[config.mk]
export PLATFORM = sky130hd
export DESIGN_NAME = adc_seq_ctrl
export DESIGN_NICKNAME = d
export VERILOG_FILES = /design/src/rtl/adc_seq_pkg.sv /design/src/rtl/adc_tick_div.sv /design/src/rtl/adc_trig_sync.sv /design/src/rtl/adc_seq_fsm.sv /design/src/rtl/adc_seq_ctrl.sv
export SDC_FILE = /design/constraint.sdc
export NUM_CORES = 1
export LEC_CHECK = 0
export CORE_MARGIN = 2
export CORE_UTILIZATION = 40
export CTS_CLUSTER_SIZE = 14
export DETAILED_ROUTE_END_ITERATION = 12
export GPL_TIMING_DRIVEN = 0
export MAX_ROUTING_LAYER = met4
export PLACE_DENSITY_LB_ADDON = 0.08
export SETUP_SLACK_MARGIN = 0.4
export SKIP_LAST_GASP = 1
export SYNTH_ARGS = -nofsm -noshare
export SYNTH_HDL_FRONTEND = slang
export SYNTH_SLANG_ARGS = --single-unit
export TNS_END_PERCENT = 30
[constraint.sdc]
create_clock -name clk -period 5.55 [get_ports clk]
set_input_delay 1.665 -clock clk [delete_from_list [all_inputs] [get_ports clk]]
set_output_delay 1.665 -clock clk [all_outputs]
set_load 0.02 [all_outputs]
[src/rtl/adc_seq_pkg.sv]
package adc_seq_pkg;

    typedef enum logic [2:0] {
        ST_OFF,
        ST_IDLE,
        ST_SAMPLE,
        ST_SYNC,
        ST_CONVERT,
        ST_RECOVER
    } seq_state_t;

    typedef enum logic [1:0] {
        TM_SOFT,
        TM_AUTO,
        TM_EXT
    } trig_mode_t;

    localparam int EXT_INPUTS  = 3;
    localparam int SYNC_STAGES = 2;
    localparam int CONV_TICKS  = 12;
    localparam int SYNC_TICKS  = 2;
    localparam int RECOV_TICKS = 2;

    function automatic trig_mode_t decode_mode(input logic [2:0] sel);
        trig_mode_t m;
        unique case (sel)
            3'b001, 3'b010, 3'b011: m = TM_EXT;
            3'b111:                 m = TM_AUTO;
            default:                m = TM_SOFT;
        endcase
        return m;
    endfunction

endpackage

[src/rtl/adc_tick_div.sv]
module adc_tick_div #(
    parameter int DIV_W = 6
) (
    input  logic             clk,
    input  logic             rst_n,
    input  logic [DIV_W-1:0] div_sel,
    input  logic             restart,
    output logic             tick
);

    logic [DIV_W-1:0] cnt_q;

    assign tick = (cnt_q >= div_sel);

    always_ff @(posedge clk) begin
        if (!rst_n) begin
            cnt_q <= '0;
        end else if (restart || tick) begin
            cnt_q <= '0;
        end else begin
            cnt_q <= cnt_q + 1'b1;
        end
    end


    tick_gap_chk: assert property (@(posedge clk) disable iff (!rst_n)
        (tick && (div_sel != '0)) |=> (!tick || (div_sel == '0)));

endmodule

[src/rtl/adc_trig_sync.sv]
module adc_trig_sync #(
    parameter int WIDTH  = 3,
    parameter int STAGES = 2
) (
    input  logic             clk,
    input  logic             rst_n,
    input  logic [WIDTH-1:0] async_in,
    output logic [WIDTH-1:0] rise
);

    for (genvar g = 0; g < WIDTH; g++) begin : g_lane
        logic [STAGES:0] sh_q;

        always_ff @(posedge clk) begin
            if (!rst_n) begin
                sh_q <= '0;
            end else begin
                sh_q <= {sh_q[STAGES-1:0], async_in[g]};
            end
        end

        assign rise[g] = sh_q[STAGES-1] & ~sh_q[STAGES];
    end


    rise_once_chk: assert property (@(posedge clk) disable iff (!rst_n)
        ((rise & $past(rise)) == '0));

endmodule

[src/rtl/adc_seq_fsm.sv]
module adc_seq_fsm
    import adc_seq_pkg::*;
#(
    parameter int SAMP_W = 5,
    parameter int DATA_W = 10
) (
    input  logic                  clk,
    input  logic                  rst_n,
    input  logic                  enable,
    input  logic [2:0]            trig_sel,
    input  logic [SAMP_W-1:0]     samp_cnt,
    input  logic                  samp_set,
    input  logic                  samp_clr,
    input  logic [EXT_INPUTS-1:0] ext_rise,
    input  logic                  tick,
    input  logic [DATA_W-1:0]     conv_data,
    input  logic                  buf_wr,
    input  logic [DATA_W-1:0]     buf_wdata,
    output logic                  restart,
    output logic [DATA_W-1:0]     result,
    output logic                  done,
    output logic                  sampling,
    output logic                  converting,
    output logic                  recovering
);

    localparam int CNT_W = (SAMP_W > 4) ? SAMP_W : 4;

    seq_state_t        state_q, state_d;
    trig_mode_t        mode;
    logic [CNT_W-1:0]  tcnt_q;
    logic [CNT_W-1:0]  target;
    logic [CNT_W:0]    tcnt_inc;
    logic              last_tick;
    logic [3:0]        rise_pad;
    logic [1:0]        ext_idx;
    logic              ext_hit;
    logic              complete;
    logic [DATA_W-1:0] result_q;
    logic              done_q;

    assign mode     = decode_mode(trig_sel);
    assign rise_pad = {1'b0, ext_rise};
    assign ext_idx  = trig_sel[1:0] - 2'd1;
    assign ext_hit  = rise_pad[ext_idx];

    // Tick target for the phase in progress
    always_comb begin
        unique case (state_q)
            ST_SAMPLE:  target = (samp_cnt == '0) ? CNT_W'(1) : CNT_W'(samp_cnt);
            ST_SYNC:    target = CNT_W'(SYNC_TICKS);
            ST_CONVERT: target = CNT_W'(CONV_TICKS);
            ST_RECOVER: target = CNT_W'(RECOV_TICKS);
            default:    target = CNT_W'(1);
        endcase
    end

    assign tcnt_inc  = {1'b0, tcnt_q} + {{CNT_W{1'b0}}, 1'b1};
    assign last_tick = tick && (tcnt_inc == {1'b0, target});

    // Next-state logic; abort is checked before any trigger
    always_comb begin
        state_d  = state_q;
        complete = 1'b0;
        unique case (state_q)
            ST_OFF: begin
                if (enable) state_d = ST_IDLE;
            end
            ST_IDLE: begin
                if (!enable)       state_d = ST_OFF;
                else if (samp_set) state_d = ST_SAMPLE;
            end
            ST_SAMPLE: begin
                if (!enable) begin
                    state_d = ST_RECOVER;
                end else begin
                    unique case (mode)
                        TM_AUTO: if (last_tick) state_d = ST_CONVERT;
                        TM_EXT:  if (ext_hit)   state_d = ST_SYNC;
                        default: if (samp_clr)  state_d = ST_CONVERT;
                    endcase
                end
            end
            ST_SYNC: begin
                if (!enable)        state_d = ST_RECOVER;
                else if (last_tick) state_d = ST_CONVERT;
            end
            ST_CONVERT: begin
                if (!enable) begin
                    state_d = ST_RECOVER;
                end else if (last_tick) begin
                    complete = 1'b1;
                    state_d  = (mode == TM_AUTO) ? ST_SAMPLE : ST_IDLE;
                end
            end
            ST_RECOVER: begin
                if (last_tick) state_d = ST_OFF;
            end
            default: state_d = ST_OFF;
        endcase
    end

    assign restart = (state_d != state_q);

    // State and phase tick counter
    always_ff @(posedge clk) begin
        if (!rst_n) begin
            state_q <= ST_OFF;
            tcnt_q  <= '0;
        end else begin
            state_q <= state_d;
            if (restart)   tcnt_q <= '0;
            else if (tick) tcnt_q <= tcnt_q + 1'b1;
        end
    end

    // Registered outputs: result buffer and completion pulse
    always_ff @(posedge clk) begin
        if (!rst_n) begin
            result_q <= '0;
            done_q   <= 1'b0;
        end else begin
            done_q <= complete;
            if (complete)    result_q <= conv_data;
            else if (buf_wr) result_q <= buf_wdata;
        end
    end

    assign result     = result_q;
    assign done       = done_q;
    assign sampling   = (state_q == ST_SAMPLE);
    assign converting = (state_q == ST_CONVERT);
    assign recovering = (state_q == ST_RECOVER);


    done_pulse_chk: assert property (@(posedge clk) disable iff (!rst_n)
        done_q |=> !done_q);


    recover_quiet_chk: assert property (@(posedge clk) disable iff (!rst_n)
        (state_q == ST_RECOVER) |-> !done_q);


    result_hold_chk: assert property (@(posedge clk) disable iff (!rst_n)
        !$stable(result_q) |-> (done_q || $past(buf_wr)));


    abort_wins_chk: assert property (@(posedge clk) disable iff (!rst_n)
        (state_q == ST_SAMPLE && !enable) |=> (state_q == ST_RECOVER));

endmodule

[src/rtl/adc_seq_ctrl.sv]
module adc_seq_ctrl
    import adc_seq_pkg::*;
#(
    parameter int DIV_W  = 6,
    parameter int SAMP_W = 5,
    parameter int DATA_W = 10
) (
    input  logic                  clk,
    input  logic                  rst_n,
    input  logic                  enable,
    input  logic [DIV_W-1:0]      div_sel,
    input  logic [2:0]            trig_sel,
    input  logic [SAMP_W-1:0]     samp_cnt,
    input  logic                  samp_set,
    input  logic                  samp_clr,
    input  logic [EXT_INPUTS-1:0] ext_trig,
    input  logic [DATA_W-1:0]     conv_data,
    input  logic                  buf_wr,
    input  logic [DATA_W-1:0]     buf_wdata,
    output logic [DATA_W-1:0]     result,
    output logic                  done,
    output logic                  sampling,
    output logic                  converting,
    output logic                  recovering
);

    logic                  tick;
    logic                  restart;
    logic [EXT_INPUTS-1:0] ext_rise;

    adc_tick_div #(.DIV_W(DIV_W)) u_div (
        .clk     (clk),
        .rst_n   (rst_n),
        .div_sel (div_sel),
        .restart (restart),
        .tick    (tick)
    );

    adc_trig_sync #(.WIDTH(EXT_INPUTS), .STAGES(SYNC_STAGES)) u_sync (
        .clk      (clk),
        .rst_n    (rst_n),
        .async_in (ext_trig),
        .rise     (ext_rise)
    );

    adc_seq_fsm #(.SAMP_W(SAMP_W), .DATA_W(DATA_W)) u_fsm (
        .clk        (clk),
        .rst_n      (rst_n),
        .enable     (enable),
        .trig_sel   (trig_sel),
        .samp_cnt   (samp_cnt),
        .samp_set   (samp_set),
        .samp_clr   (samp_clr),
        .ext_rise   (ext_rise),
        .tick       (tick),
        .conv_data  (conv_data),
        .buf_wr     (buf_wr),
        .buf_wdata  (buf_wdata),
        .restart    (restart),
        .result     (result),
        .done       (done),
        .sampling   (sampling),
        .converting (converting),
        .recovering (recovering)
    );

endmodule

==> results_dict.tcl <==
set metrics [dict create \
    syn_inst 242 \
    clkTransAtPathRegs_ps 70 \
    layout-drive-gt1-share_pct 8.52 \
    vias 1959 \
    vdd_drop_max_v 0.000155 \
    yosys.cell_types.count 51 \
    hp-class "reg -> reg" \
    post_cts_buffers 0 \
    firstDrtPassIters 4 \
    clk_latency_ps 290 \
    post_drt_wl_per_cell_um 13.5 \
    ys_seq_area_share_pct 32.5 \
    ys_ff_latch 34 \
    drc 0 \
    power.total_mw 0.589 \
    dieArea_um2 5820 \
    htreeDepth 2 \
    power.switching_mw 0.148 \
    period_needed_ps 4350 \
    pwr-share-clk_pct 36.7 \
    clkSinkCount 34 \
    dieHeight_um 76.3 \
    ant_nets 0 \
    fin_setup_tns_ps 0 \
    hold_start "u_sync.g_lane[1].sh_q[0]$_SDFF_PN0_" \
    arrival_ps 4580 \
    fp.dieW_um 76.3 \
    ys_warn_count 0 \
    rr_worst_depth 10 \
    crit_fanout 10 \
    syn_area_um2 2090 \
    maxSlewViolCount 0 \
    postLayoutCellArea_um2 2840 \
    worstSetupPathType "in -> reg" \
    p_sw_share_pct 25.1 \
    wirelength_um 5060 \
    p_per_area_nw_per_um2 208 \
    core_um2 5070 \
    rrSetupSlack_ps 2580 \
    cts_buffers 5 \
    pwr-share-comb_pct 19.5 \
    whs_endpoint "u_sync.g_lane[1].sh_q[1]$_SDFF_PN0_" \
    max_freq_ghz 0.230 \
    io_buffers 55 \
    pin_count 57 \
    rsz0062_at_grt "false" \
    cts-resized-gates 0 \
    routabilityCongestion 0.867 \
    finalHoldViolations 0 \
    fin_skew_ps 8.65 \
    grt_usage_pct 18.1 \
    dr.first_iter.drc_count 68 \
    regToRegEndpoint "u_div.cnt_q[3]$_SDFF_PP0_" \
    grt_pass1_wl_um 8450 \
    critPathLaunchType "input port" \
    rows 26 \
    vias_per_cell 5.22 \
    drv_cap 0 \
    tritoncts "done" \
    place_area_um2 2730 \
    nNetsFinal 358 \
    finalSetupViolCount 0 \
    dpl_worst_slack_ps 857 \
    area_growth_pct 35.8 \
    grt_max_degree 11 \
    hold_depth 1 \
    worst_slew_pin_slew_ps 736 \
    relSlewSlack_pct 50.9 \
    antenna_found_initial 0 \
    fin_util_pct 56.0 \
    reg2reg_from "u_fsm.state_q[1]$_SDFF_PN0_" \
    start_util_pct 41.2 \
    leakagePower_nw 1.12 \
    required_ps 5780 \
    p_seq_share_pct 43.8 \
    cts_hold_buf 0 \
    clockBufferDepth 2 \
    grt_remaining_overflow 0 \
    cts-root-buf "clkbuf_8" \
    p_int_mw 0.441 \
    status "finished, final reports clean" \
    avgSynthCellArea_um2 8.64 \
    antenna_cells 0 \
    syn-num-nets 296 \
    dp_hpwl_um 3820 \
    grt_pass1_vias 1826 \
    cp-end-kind "flip-flop" \
    layout_worst_path_cycle_share_pct 78.3 \
    setup_ws_ps 1200 \
    fillCellCount 493 \
]
-- cells in the mapped netlist, drive strengths merged --
master,number,share of area (%)
a21oi,8,1.9
o211ai,3,1.1
nand4b,1,0.42
o32ai,1,0.78
o2bb2ai,1,0.42
o31a,1,0.42
and3,3,1.1
a31oi,4,1.2
nor3,3,0.96
nand3b,1,0.36
nand2b,4,1.2
nand2,12,2.2
or3b,1,0.42
a221oi,1,0.42
xor2,6,2.5
nor2,27,4.8
a211oi,12,4.3
o21a,2,0.72
nor4,5,1.5
o31ai,1,0.36
o21bai,2,0.72
a221o,1,0.48
a311oi,1,0.42
mux2i,11,5.3
a22oi,1,0.36
inv,13,2.3
xnor2,8,3.3
a2111oi,1,0.42
o2111ai,1,0.42
nand3,9,2.2
ha,11,6.6
o221a,1,0.54
o41ai,1,0.78
buf,10,3.8
and2,11,3.4
or4,6,2.2
clkbuf,7,1.3
nor2b,1,0.66
nor3b,4,2.2
o2111a,1,0.54
dfxtp,34,33
o21ai,9,2.2
and2b,1,0.36
-- layout make-up --
| type | instances | area, um2 | area share, % |
|---|---|---|---|
| multi-input cells | 178 | 1260 | 44.2 |
| well taps | 70 | 87.6 | 3.08 |
| inverters | 13 | 48.8 | 1.72 |
| flip-flops and latches | 34 | 681 | 24.0 |
| repair buffers | 55 | 551 | 19.4 |
| clock buffers | 8 | 110 | 3.88 |
| plain buffers | 17 | 106 | 3.74 |
-- layout by cell type (no fill, tap or decap), types with 7 or more instances in the layout --
cell             instances
a211oi_1                12
a21oi_1                  8
and2_1                  10
clkbuf_1                 7
clkbuf_8                 8
clkdlybuf4s50_1         55
dfxtp_1                 34
ha_1                    11
inv_1                   13
mux2i_1                 11
nand2_1                 12
nand3_1                  9
nor2_1                  27
o21ai_0                  8
xnor2_1                  8
-- worst max path at each step --
| stage | startpoint | endpoint | slack [ps] | cells after the start |
|---|---|---|---|---|
| after floorplan | samp_cnt[4] | u_div.cnt_q[3]$_SDFF_PP0_ | 1540 | 10 |
| after global placement | div_sel[0] | u_div.cnt_q[4]$_SDFF_PP0_ | 850 | 12 |
| after detailed placement | div_sel[0] | u_div.cnt_q[4]$_SDFF_PP0_ | 860 | 12 |
| after CTS | div_sel[0] | u_div.cnt_q[3]$_SDFF_PP0_ | 1140 | 12 |
| after global routing | div_sel[0] | u_fsm.tcnt_q[4]$_SDFFE_PP0P_ | 1030 | 12 |
| final | div_sel[0] | u_div.cnt_q[3]$_SDFF_PP0_ | 1200 | 12 |
-- stage by stage --
stage / hold slack, ps / cells
after global placement: 414 / 367
after CTS: 438 / 375
after floorplan: 412 / 242
after detailed placement: 422 / 367
after global routing: 442 / 375
final: 433 / 375
-- power by group through the flow --
stage | clock network [mW] | registers (mW) | logic, mW
after floorplan | 0 | 0.268 | 0.0573
after global placement | 0 | 0.263 | 0.115
after detailed placement | 0 | 0.263 | 0.115
after CTS | 0.223 | 0.258 | 0.116
after global routing | 0.232 | 0.259 | 0.126
final | 0.217 | 0.258 | 0.115
-- logic make-up (layout without fill, tap and decap cells) --
kind of cell | Yosys count | count (layout) | share of synthesized area [%]
buf+inv | 30 | 93 | 7.42
flops | 34 | 34 | 32.5
fa+ha+maj | 11 | 11 | 6.58
compound gates | 53 | 53 | 18.4
simple gates | 89 | 89 | 23.9
mux | 11 | 11 | 5.26
xor+xnor | 14 | 14 | 5.86
-- routing by layer --
metal  share of wire, %  track usage, %  up-vias
li1                   -               -      990
met1                 46            21.4      913
met2                 48            31.1       48
met3                4.1            3.91        8
met4                1.1            4.91        0
met5                  0               -        -
-- flip-flops by register name, summed over array words and instances (netlist names) --
signal / count
u_fsm.state_q: 3
u_fsm.result: 10
u_sync.g_lane.sh_q: 9
u_div.cnt_q: 6
u_fsm.done: 1
u_fsm.tcnt_q: 5
-- worst max-delay path, cell delays in order --
cell	delay (ps)
clkdlybuf4s50_1	410
ha_1	280
nand2b_1	140
a2111oi_0	430
o21ai_1	210
and3_4	200
and2_4	130
buf_6	130
o221a_2	280
buf_6	140
or4_1	470
nor2_1	90
No activity file was read; power rests on OpenSTA's default activity.
